===== config.mk =====
export PLATFORM = sky130hd
export DESIGN_NAME = out_guard
export DESIGN_NICKNAME = d
export VERILOG_FILES = /design/src/rtl/og_pkg.sv /design/src/rtl/og_sync.sv /design/src/rtl/og_thermal.sv /design/src/rtl/og_clk_watch.sv /design/src/rtl/out_guard.sv
export SDC_FILE = /design/constraint.sdc
export NUM_CORES = 1
export LEC_CHECK = 0
export ABC_AREA = 1
export ABC_CLOCK_PERIOD_IN_PS = 1700
export BUFFER_PORTS_ARGS = -buffer_cell sky130_fd_sc_hd__buf_2
export CAP_MARGIN = 20
export CORE_MARGIN = 10
export CORE_UTILIZATION = 55
export CTS_CLUSTER_SIZE = 30
export DETAILED_ROUTE_END_ITERATION = 6
export MAX_ROUTING_LAYER = met4
export PLACE_DENSITY = 0.81
export REMOVE_ABC_BUFFERS = 1
export SYNTH_ARGS = -nofsm -noshare
export SYNTH_HDL_FRONTEND = slang
export SYNTH_SLANG_ARGS = --single-unit

===== constraint.sdc =====
create_clock -name clk -period 1.7 [get_ports clk]
set_clock_uncertainty 0.1 [all_clocks]
set_input_delay 0.085 -clock clk [delete_from_list [all_inputs] [get_ports clk]]
set_output_delay 0.085 -clock clk [all_outputs]
set_load 0.005 [all_outputs]

===== src/rtl/og_pkg.sv =====
package og_pkg;
  // Clock supervision states
  typedef enum logic [0:0] {
    WD_RUN  = 1'b0,
    WD_LOST = 1'b1
  } wd_state_e;

  // Default number of synchroniser stages for asynchronous inputs
  localparam int unsigned SYNC_DEPTH_DEF = 2;
endpackage


===== src/rtl/og_sync.sv =====
module og_sync #(
  parameter int unsigned W      = 1,
  parameter int unsigned STAGES = 2
) (
  input  logic         clk,
  input  logic         rst,
  input  logic [W-1:0] d,
  output logic [W-1:0] q
);
  logic [W-1:0] stage_q [STAGES];

  for (genvar i = 0; i < STAGES; i++) begin : g_stage
    if (i == 0) begin : g_first
      always_ff @(posedge clk) begin
        if (rst) stage_q[i] <= '0;
        else     stage_q[i] <= d;
      end
    end else begin : g_next
      always_ff @(posedge clk) begin
        if (rst) stage_q[i] <= '0;
        else     stage_q[i] <= stage_q[i-1];
      end
    end
  end

  assign q = stage_q[STAGES-1];
endmodule


===== src/rtl/og_thermal.sv =====
module og_thermal (
  input  logic clk,
  input  logic rst,
  input  logic hot_s,
  input  logic cool_s,
  output logic flag_o
);
  logic flag_q;

  // Set at upper threshold, released only at lower threshold; trip wins.
  always_ff @(posedge clk) begin
    if (rst)         flag_q <= 1'b0;
    else if (hot_s)  flag_q <= 1'b1;
    else if (cool_s) flag_q <= 1'b0;
  end

  assign flag_o = flag_q;
endmodule


===== src/rtl/og_clk_watch.sv =====
module og_clk_watch
  import og_pkg::*;
#(
  parameter int unsigned TIMEOUT_CYC = 50_000_000
) (
  input  logic clk,
  input  logic rst,
  input  logic pw_edge_i,
  input  logic load_i,
  input  logic wd_dis_i,
  output logic lost_o,
  output logic clear_o
);
  localparam int unsigned CW  = $clog2(TIMEOUT_CYC + 1);
  localparam logic [CW-1:0] LIM = CW'(TIMEOUT_CYC - 1);

  wd_state_e     st_q;
  logic [CW-1:0] idle_q;
  logic          seen_edge_q;
  logic          seen_load_q;
  logic          clear_q;
  logic          got_edge;
  logic          got_load;

  assign got_edge = seen_edge_q | pw_edge_i;
  assign got_load = seen_load_q | load_i;

  always_ff @(posedge clk) begin
    clear_q <= 1'b0;
    if (rst) begin
      st_q        <= WD_RUN;
      idle_q      <= '0;
      seen_edge_q <= 1'b0;
      seen_load_q <= 1'b0;
    end else if (wd_dis_i) begin
      st_q        <= WD_RUN;
      idle_q      <= '0;
      seen_edge_q <= 1'b0;
      seen_load_q <= 1'b0;
    end else begin
      case (st_q)
        WD_RUN: begin
          if (pw_edge_i) begin
            idle_q <= '0;
          end else if (idle_q == LIM) begin
            st_q        <= WD_LOST;
            idle_q      <= '0;
            seen_edge_q <= 1'b0;
            seen_load_q <= 1'b0;
          end else begin
            idle_q <= idle_q + 1'b1;
          end
        end
        WD_LOST: begin
          if (got_edge && got_load) begin
            st_q        <= WD_RUN;
            clear_q     <= 1'b1;
            seen_edge_q <= 1'b0;
            seen_load_q <= 1'b0;
          end else begin
            seen_edge_q <= got_edge;
            seen_load_q <= got_load;
          end
        end
        default: st_q <= WD_RUN;
      endcase
    end
  end

  assign lost_o  = (st_q == WD_LOST);
  assign clear_o = clear_q;
endmodule


===== src/rtl/out_guard.sv =====
module out_guard
  import og_pkg::*;
#(
  parameter int unsigned CH          = 16,
  parameter int unsigned TIMEOUT_CYC = 50_000_000,
  parameter int unsigned SYNC_DEPTH  = SYNC_DEPTH_DEF
) (
  input  logic          clk,
  input  logic          rst,
  input  logic          pwclk_i,
  input  logic          serial_load_i,
  input  logic          hot_trip_i,
  input  logic          cool_rel_i,
  input  logic          tsd_en_i,
  input  logic          wd_dis_i,
  input  logic [CH-1:0] chan_en_i,
  output logic [CH-1:0] chan_o,
  output logic          therm_flag_o,
  output logic          cnt_clear_o
);
  localparam int unsigned NASYNC = 3;

  logic [NASYNC-1:0] async_s;
  logic              pw_s;
  logic              pw_d_q;
  logic              pw_edge;
  logic              hot_s;
  logic              cool_s;
  logic              flag_w;
  logic              lost_w;
  logic              clear_w;
  logic              kill;
  logic [CH-1:0]     chan_q;

  og_sync #(.W(NASYNC), .STAGES(SYNC_DEPTH)) u_sync (
    .clk (clk),
    .rst (rst),
    .d   ({pwclk_i, cool_rel_i, hot_trip_i}),
    .q   (async_s)
  );

  assign hot_s  = async_s[0];
  assign cool_s = async_s[1];
  assign pw_s   = async_s[2];

  always_ff @(posedge clk) begin
    if (rst) pw_d_q <= 1'b0;
    else     pw_d_q <= pw_s;
  end

  assign pw_edge = pw_s & ~pw_d_q;

  og_thermal u_thermal (
    .clk    (clk),
    .rst    (rst),
    .hot_s  (hot_s),
    .cool_s (cool_s),
    .flag_o (flag_w)
  );

  og_clk_watch #(.TIMEOUT_CYC(TIMEOUT_CYC)) u_watch (
    .clk       (clk),
    .rst       (rst),
    .pw_edge_i (pw_edge),
    .load_i    (serial_load_i),
    .wd_dis_i  (wd_dis_i),
    .lost_o    (lost_w),
    .clear_o   (clear_w)
  );

  assign kill = lost_w | (flag_w & tsd_en_i);

  always_ff @(posedge clk) begin
    if (rst)       chan_q <= '0;
    else if (kill) chan_q <= '0;
    else           chan_q <= chan_en_i;
  end

  assign chan_o       = chan_q;
  assign therm_flag_o = flag_w;
  assign cnt_clear_o  = clear_w;
endmodule


==> results.toml, run 1 <==
[synthesis]
synth_seq_cells = 54
yosysWarnings = 0
syn-mean-instance-area_sq_um = 6.469
ys_seq_area_frac = 0.4056
syn_area_sq_um = 2665
yosysUniqueCellTypes = 25
syn_inst = 412

[pwr]
p_leak_nw = 1.521
power_frac_clock = 0.343
ir_worst_vdd_v = 0.0006450
switching_share = 0.2552
p_switching_uw = 583.2
pwr-share-seq = 0.573
total_power_mw = 2.285
power.density_nw_per_um2 = 673.4
p_int_mw = 1.702
pwr-share-comb = 0.084

[grt]
track_usage = 0.2069
grt.overflow.total = 0
grt_pass1_wl_microns = 12610
grt_pass1_vias = 2720
grt_max_degree = 28
antenna_found_initial = 0

[min_path]
hold_path_end = "chan_o[2]"
hold_path_class = "in2reg"
worstHoldStart = "tsd_en_i"
worstHoldPathCells = 3

[clocking]
ctsLongestPathBuffers = 2
htree_num_levels = 2
cts_buffers = 5
clk_latency_ns = 0.31
cts.sinks = 54
root_buffer = "clkbuf_8"
clk_pin_slew_ns = 0.11
cts_tree = "done"

[place]
placedInstanceArea_sq_um = 2998
hpwlAfterDp_microns = 4909
pre_cts_slack_ns = 0.09446
portBuffers = 41
place_congestion = 0.9161
dp_cells = 524

[floorplanning]
die_w_microns = 89.61
pin_count = 42
die_y_microns = 89.61
dieArea_sq_um = 8030
fp-row-count = 25
start_util = 0.5642
core_sq_um = 4723

[cells_and_area]
instances_no_fill = 557
finalNetCount = 515
fill_cells = 372
final_common_cell = "nand2_1"
largest_register_ffs = 26
top_register = "u_watch.idle_q"
stdcell_area_sq_um = 3393
antenna_cells = 0
layout_common_cells = "nand2_1, nor2_1, inv_1"
drive_gt1_frac = 0.1939
area_growth_pct = 27.32

[sta]
drv_slew = 0
tns_ns = 0
setup_slack_ns = 0.1313
relSlewSlack = 0.6546
fin_crit_sh = 0.9227
worst_pin_slew_ns = 0.5180
fin_crit_ns = 1.569
max_freq_mhz = 637.5
finalSetupViolCount = 0
hold_viol_final = 0

[setup_path]
path_class = "reg2reg"
r2r_slack_ns = 0.13
r2r-end = "u_watch.idle_q[12]"
cp_data_required_time_ns = 1.85
worst_r2r_path_depth = 9
r2r-start = "u_watch.idle_q[0]"
crit_path_start_kind = "flip-flop"
crit_path_end_kind = "flip-flop"
crit_arrival_ns = 1.72
cp_max_fo = 4

[routing]
first_pass_iters = 4
num_vias = 2734
postRouteAntennaNets = 0
dr.first_iter.drc_count = 182
wl_per_cell_microns = 13.60
totalWireLength_microns = 7573
route.detailed.drc = 0
vias_per_cell = 4.908

[status]
status = "finished, final reports clean"

[flow_run]
maxCapViolCount = 0
## metal layers
| metal | track usage | vias up | routed length, microns |
|---|---|---|---|
| li1 | - | 1397 | - |
| met1 | 0.2354 | 1242 | 3192 |
| met2 | 0.3555 | 78 | 3878 |
| met3 | 0.04152 | 17 | 343 |
| met4 | 0.06936 | 0 | 159 |
| met5 | - | - | 0 |
## layout make-up
cell class	instances	area (sq um)	share of cell area
clock buffers	5	68.82	0.02028
clock inverters	3	27.53	0.008112
inverters	63	236.5	0.06969
multi-input cells	286	1331	0.3923
flip-flops and latches	54	1089	0.3208
well taps	67	83.83	0.02471
repair buffers	79	556.8	0.1641
## metrics by stage
stage | utilization | hold WS [ns]
global route | 0.7184 | 0.3312
global placement | 0.6347 | 0.1925
finish | 0.7184 | 0.2912
floorplan | - | 0.05618
CTS | 0.7081 | 0.2548
detailed placement | 0.6347 | 0.1958
## critical path, cell delays in order, from the launching register on
cell,delay [ns]
dfxtp_2,0.37
ha_1,0.15
inv_1,0.06
nor2_4,0.11
buf_4,0.13
nand3_2,0.14
nor2_2,0.14
xor2_1,0.15
nand2_1,0.06
a21oi_1,0.10
## power groups by stage
| stage | Combinational [mW] | Sequential [mW] | Clock [mW] |
|---|---|---|---|
| after detailed placement | 0.134 | 1.34 | 0 |
| after CTS | 0.178 | 1.31 | 0.788 |
| after global routing | 0.210 | 1.31 | 0.839 |
| after floorplan | 0.0509 | 1.34 | 0 |
| final | 0.192 | 1.31 | 0.783 |
| after global placement | 0.130 | 1.33 | 0 |
## kinds of logic after synthesis
| group | count (synthesis) | synth area share |
|---|---|---|
| AND/OR/NAND/NOR | 239 | 0.3737 |
| AO/OA/AOI/OAI | 34 | 0.06620 |
| XOR/XNOR | 11 | 0.03615 |
| flip-flops | 54 | 0.4056 |
| buffers and inverters | 72 | 0.1089 |
| adder cells (fa/ha/maj) | 2 | 0.009388 |
## cells in the mapped netlist
library cell / n / area share
nand2_1: 123 / 0.17
a21oi_1: 27 / 0.051
nor3_2: 1 / 0.0038
nand3b_1: 1 / 0.0028
clkbuf_1: 3 / 0.0042
buf_2: 4 / 0.0075
inv_1: 60 / 0.085
inv_2: 1 / 0.0014
clkinv_1: 2 / 0.0028
buf_6: 2 / 0.0085
a211o_1: 1 / 0.0033
dfxtp_1: 54 / 0.41
xor2_1: 11 / 0.036
nor2_2: 6 / 0.014
nand3_2: 2 / 0.0075
nor4_1: 1 / 0.0023
nand2_2: 4 / 0.0094
ha_1: 2 / 0.0094
nor2_4: 2 / 0.0085
nand3_1: 19 / 0.036
nand4_1: 2 / 0.0047
nor2_1: 74 / 0.10
o21bai_1: 1 / 0.0028
nor3_1: 4 / 0.0075
o21ai_0: 5 / 0.0094
## repair_timing
item / in CTS / in global routing
endpoints found under the setup margin: 0 / 24
resized for setup: 0 / 20
hold buffers: 25 / 0
hold endpoints to repair: 28 / 0
setup buffers: 0 / 0
## worst max-delay path by stage
stage                             startpoint                 end  slack, ns  depth (start not counted)
after global placement     u_watch.idle_q[0]   u_watch.idle_q[2]       0.13                         11
after detailed placement   u_watch.idle_q[0]   u_watch.idle_q[1]       0.09                         11
after CTS                 u_watch.idle_q[10]  u_watch.idle_q[25]       0.07                          9
after global routing      u_watch.idle_q[16]  u_watch.idle_q[25]      -0.01                         10
after floorplan               u_watch.lost_o  u_watch.idle_q[11]      -0.01                          5
final                      u_watch.idle_q[0]  u_watch.idle_q[12]       0.13                          9
Power figures use the tool's default switching activity.
==> run 2, diff against run 1 <==
--- a/config.mk
+++ b/config.mk
@@ -18,4 +18,5 @@
 export REMOVE_ABC_BUFFERS = 1
 export SYNTH_ARGS = -nofsm -noshare
 export SYNTH_HDL_FRONTEND = slang
+export SYNTH_HIERARCHICAL = 1
 export SYNTH_SLANG_ARGS = --single-unit
==> run 2 against run 1 <==
Compared with the run above: die area grew 2.5%; sequential share of layout area shrank 0.77 points; design area grew 4.1%; power grew 4.1%; flip-flop and latch count is the same; combinational power grew 5%; hold slack lost 0.042 ns; maximum frequency grew 0.28%; critical path type unchanged; highest routed layer unchanged.
==> results.toml, run 2 <==
[routing]
vias_per_cell = 5.026
route.detailed.drc = 0
num_vias = 2875
wl_per_cell_microns = 13.52
postRouteAntennaNets = 0
first_pass_iters = 4
totalWireLength_microns = 7731
dr.first_iter.drc_count = 262

[cells_and_area]
finalNetCount = 529
largest_register_ffs = 26
area_growth_pct = 28.44
fill_cells = 365
final_util = 0.7380
final_common_cell = "nand2_1"
antenna_cells = 0
layout_common_cells = "nand2_1, nor2_1, inv_1"
top_register = "u_watch/idle_q"
drive_gt1_frac = 0.2475
instances_no_fill = 572

[clocking]
htree_num_levels = 2
cts_buffers = 5
cts.sinks = 54
clk_pin_slew_ns = 0.10
ctsLongestPathBuffers = 2
clk_latency_ns = 0.31
cts_tree = "done"
root_buffer = "clkbuf_8"

[setup_path]
crit_arrival_ns = 1.66
path_buf_inv = 0
worstPathCellList = "ha_4, nand2_2, nor2_4, nand3_1, nor2_1, nand2_2, nand3_4, nor2_1, nor2_1, nor2_1"
path_class = "reg2reg"
cp_max_fo = 8
cp_slowest_cell = "dfxtp_4"
worst_r2r_path_depth = 10
slowest_delay_ns = 0.38
cp_num_cells = 10
cp_data_required_time_ns = 1.79
cpLargestDelayFamily = "simple AND/OR/NAND/NOR gates"
crit_path_start_kind = "flip-flop"
crit_path_end_kind = "flip-flop"
critPathMostFrequentCell = "nor2_1"

[min_path]
hold_path_class = "in2reg"
worstHoldPathCells = 4

[grt]
antenna_found_initial = 0
grt_max_degree = 17
track_usage = 0.1878
grt.overflow.total = 0
grt_pass1_wl_microns = 12740
grt_pass1_vias = 2778

[floorplanning]
core_sq_um = 4786
fp-row-count = 25
die_w_microns = 90.71
pin_count = 42
die_y_microns = 90.71
dieArea_sq_um = 8228
start_util = 0.5746

[sta]
fin_crit_sh = 0.9201
drv_slew = 0
fin_crit_ns = 1.564
finalSetupViolCount = 0
setup_slack_ns = 0.1358
relSlewSlack = 0.7069
worst_pin_slew_ns = 0.4381
holdWs_ns = 0.2489
max_freq_mhz = 639.3
hold_viol_final = 0

[synthesis]
yosysUniqueCellTypes = 25
syn_inst = 425
syn-mean-instance-area_sq_um = 6.471
ys_async_sr_fraction = 0
synth_seq_cells = 54
yosysWarnings = 6
synthTopCellsByCount = "nand2_1, nor2_1, inv_1, dfxtp_1, nand3_1"
synth_edf_count = 0
synth_top_area_frac = 0.3931
synthTopCellsByArea = "dfxtp_1, nand2_1, nor2_1"
synth_largest_area_cell = "dfxtp_1"
ys_seq_area_frac = 0.3931
yosysMostFrequentCell = "nand2_1"
syn_area_sq_um = 2750
yosys_most_used_dff = "dfxtp_1"

[place]
hpwlAfterDp_microns = 4957
pre_cts_slack_ns = 0.003461
dp_cells = 536
place_congestion = 0.9072
portBuffers = 41

[pwr]
power.density_nw_per_um2 = 673.7
total_power_mw = 2.380
ir_worst_vdd_v = 0.0005250
p_leak_nw = 1.507

[status]
status = "finished, final reports clean"

[flow_run]
maxCapViolCount = 0
-- run 2: path summary, 6_finish.rpt --
kind                             start                   end  slack, ns
setup reg to reg     u_watch/idle_q[1]    u_watch/idle_q[20]       0.14
setup / recovery     u_watch/idle_q[1]    u_watch/idle_q[20]       0.14
hold reg to reg   u_sync/stage_q[0][2]  u_sync/stage_q[1][2]       0.32
hold / removal                tsd_en_i             chan_o[0]       0.25
-- run 2: per-layer routing --
metal,vias up,global-route usage,wire length [microns]
met2,111,0.2957,3567
met3,10,0.04406,573
met5,-,-,0
li1,1446,-,-
met4,0,0.04509,94
met1,1308,0.2367,3495
-- run 2: tightest hold or removal path, cell delays in order --
cell and delay (ns):
buf_2 0.09, nand2_1 0.07, nand2_2 0.35, nor2_4 0.03
-- run 2: power by group --
| part | leakage (nW) | internal (mW) | total [mW] | switching (mW) |
|---|---|---|---|---|
| Sequential | 0.450 | 1.30 | 1.31 | 0.0113 |
| Combinational | 1.01 | 0.102 | 0.201 | 0.0995 |
| Clock | 0.0514 | 0.440 | 0.871 | 0.431 |
| Total | 1.51 | 1.84 | 2.38 | 0.542 |
-- run 2: metrics by stage --
step | setup TNS [ns] | cell area (sq um)
after floorplan | -2.665 | 2710
after global placement | 0 | 3082
after detailed placement | 0 | 3082
after CTS | 0 | 3450
after global routing | -0.01294 | 3532
final | 0 | 3532
-- run 2: logic make-up (layout without fill, tap and decap cells) --
| family | after synthesis | after routing | synth area share |
|---|---|---|---|
| compound gates | 29 | 29 | 0.05551 |
| xor+xnor | 5 | 5 | 0.01593 |
| fa+ha+maj | 1 | 1 | 0.004549 |
| buf+inv | 73 | 153 | 0.1033 |
| flops | 54 | 54 | 0.3931 |
| simple gates | 263 | 263 | 0.4277 |
-- run 2: area by class of cell --
cell class                 instances  area [sq um]  share of cell area
timing repair buffer              80         560.5              0.1587
inverter                          65         244.0             0.06908
clock buffer                       6         72.57             0.02055
sequential                        54          1106              0.3131
multi-input combinational        298          1428              0.4042
tap                               67         83.83             0.02373
clock inverter                     2         37.54             0.01063
-- run 2: what timing repair did --
| action | in CTS | in global routing |
|---|---|---|
| setup endpoints to repair | 8 | 22 |
| pin swaps | 1 | 4 |
| hold endpoints to repair | 27 | 0 |
| buffers inserted | 1 | 2 |
| hold buffers | 25 | 0 |
| resized for setup | 0 | 31 |
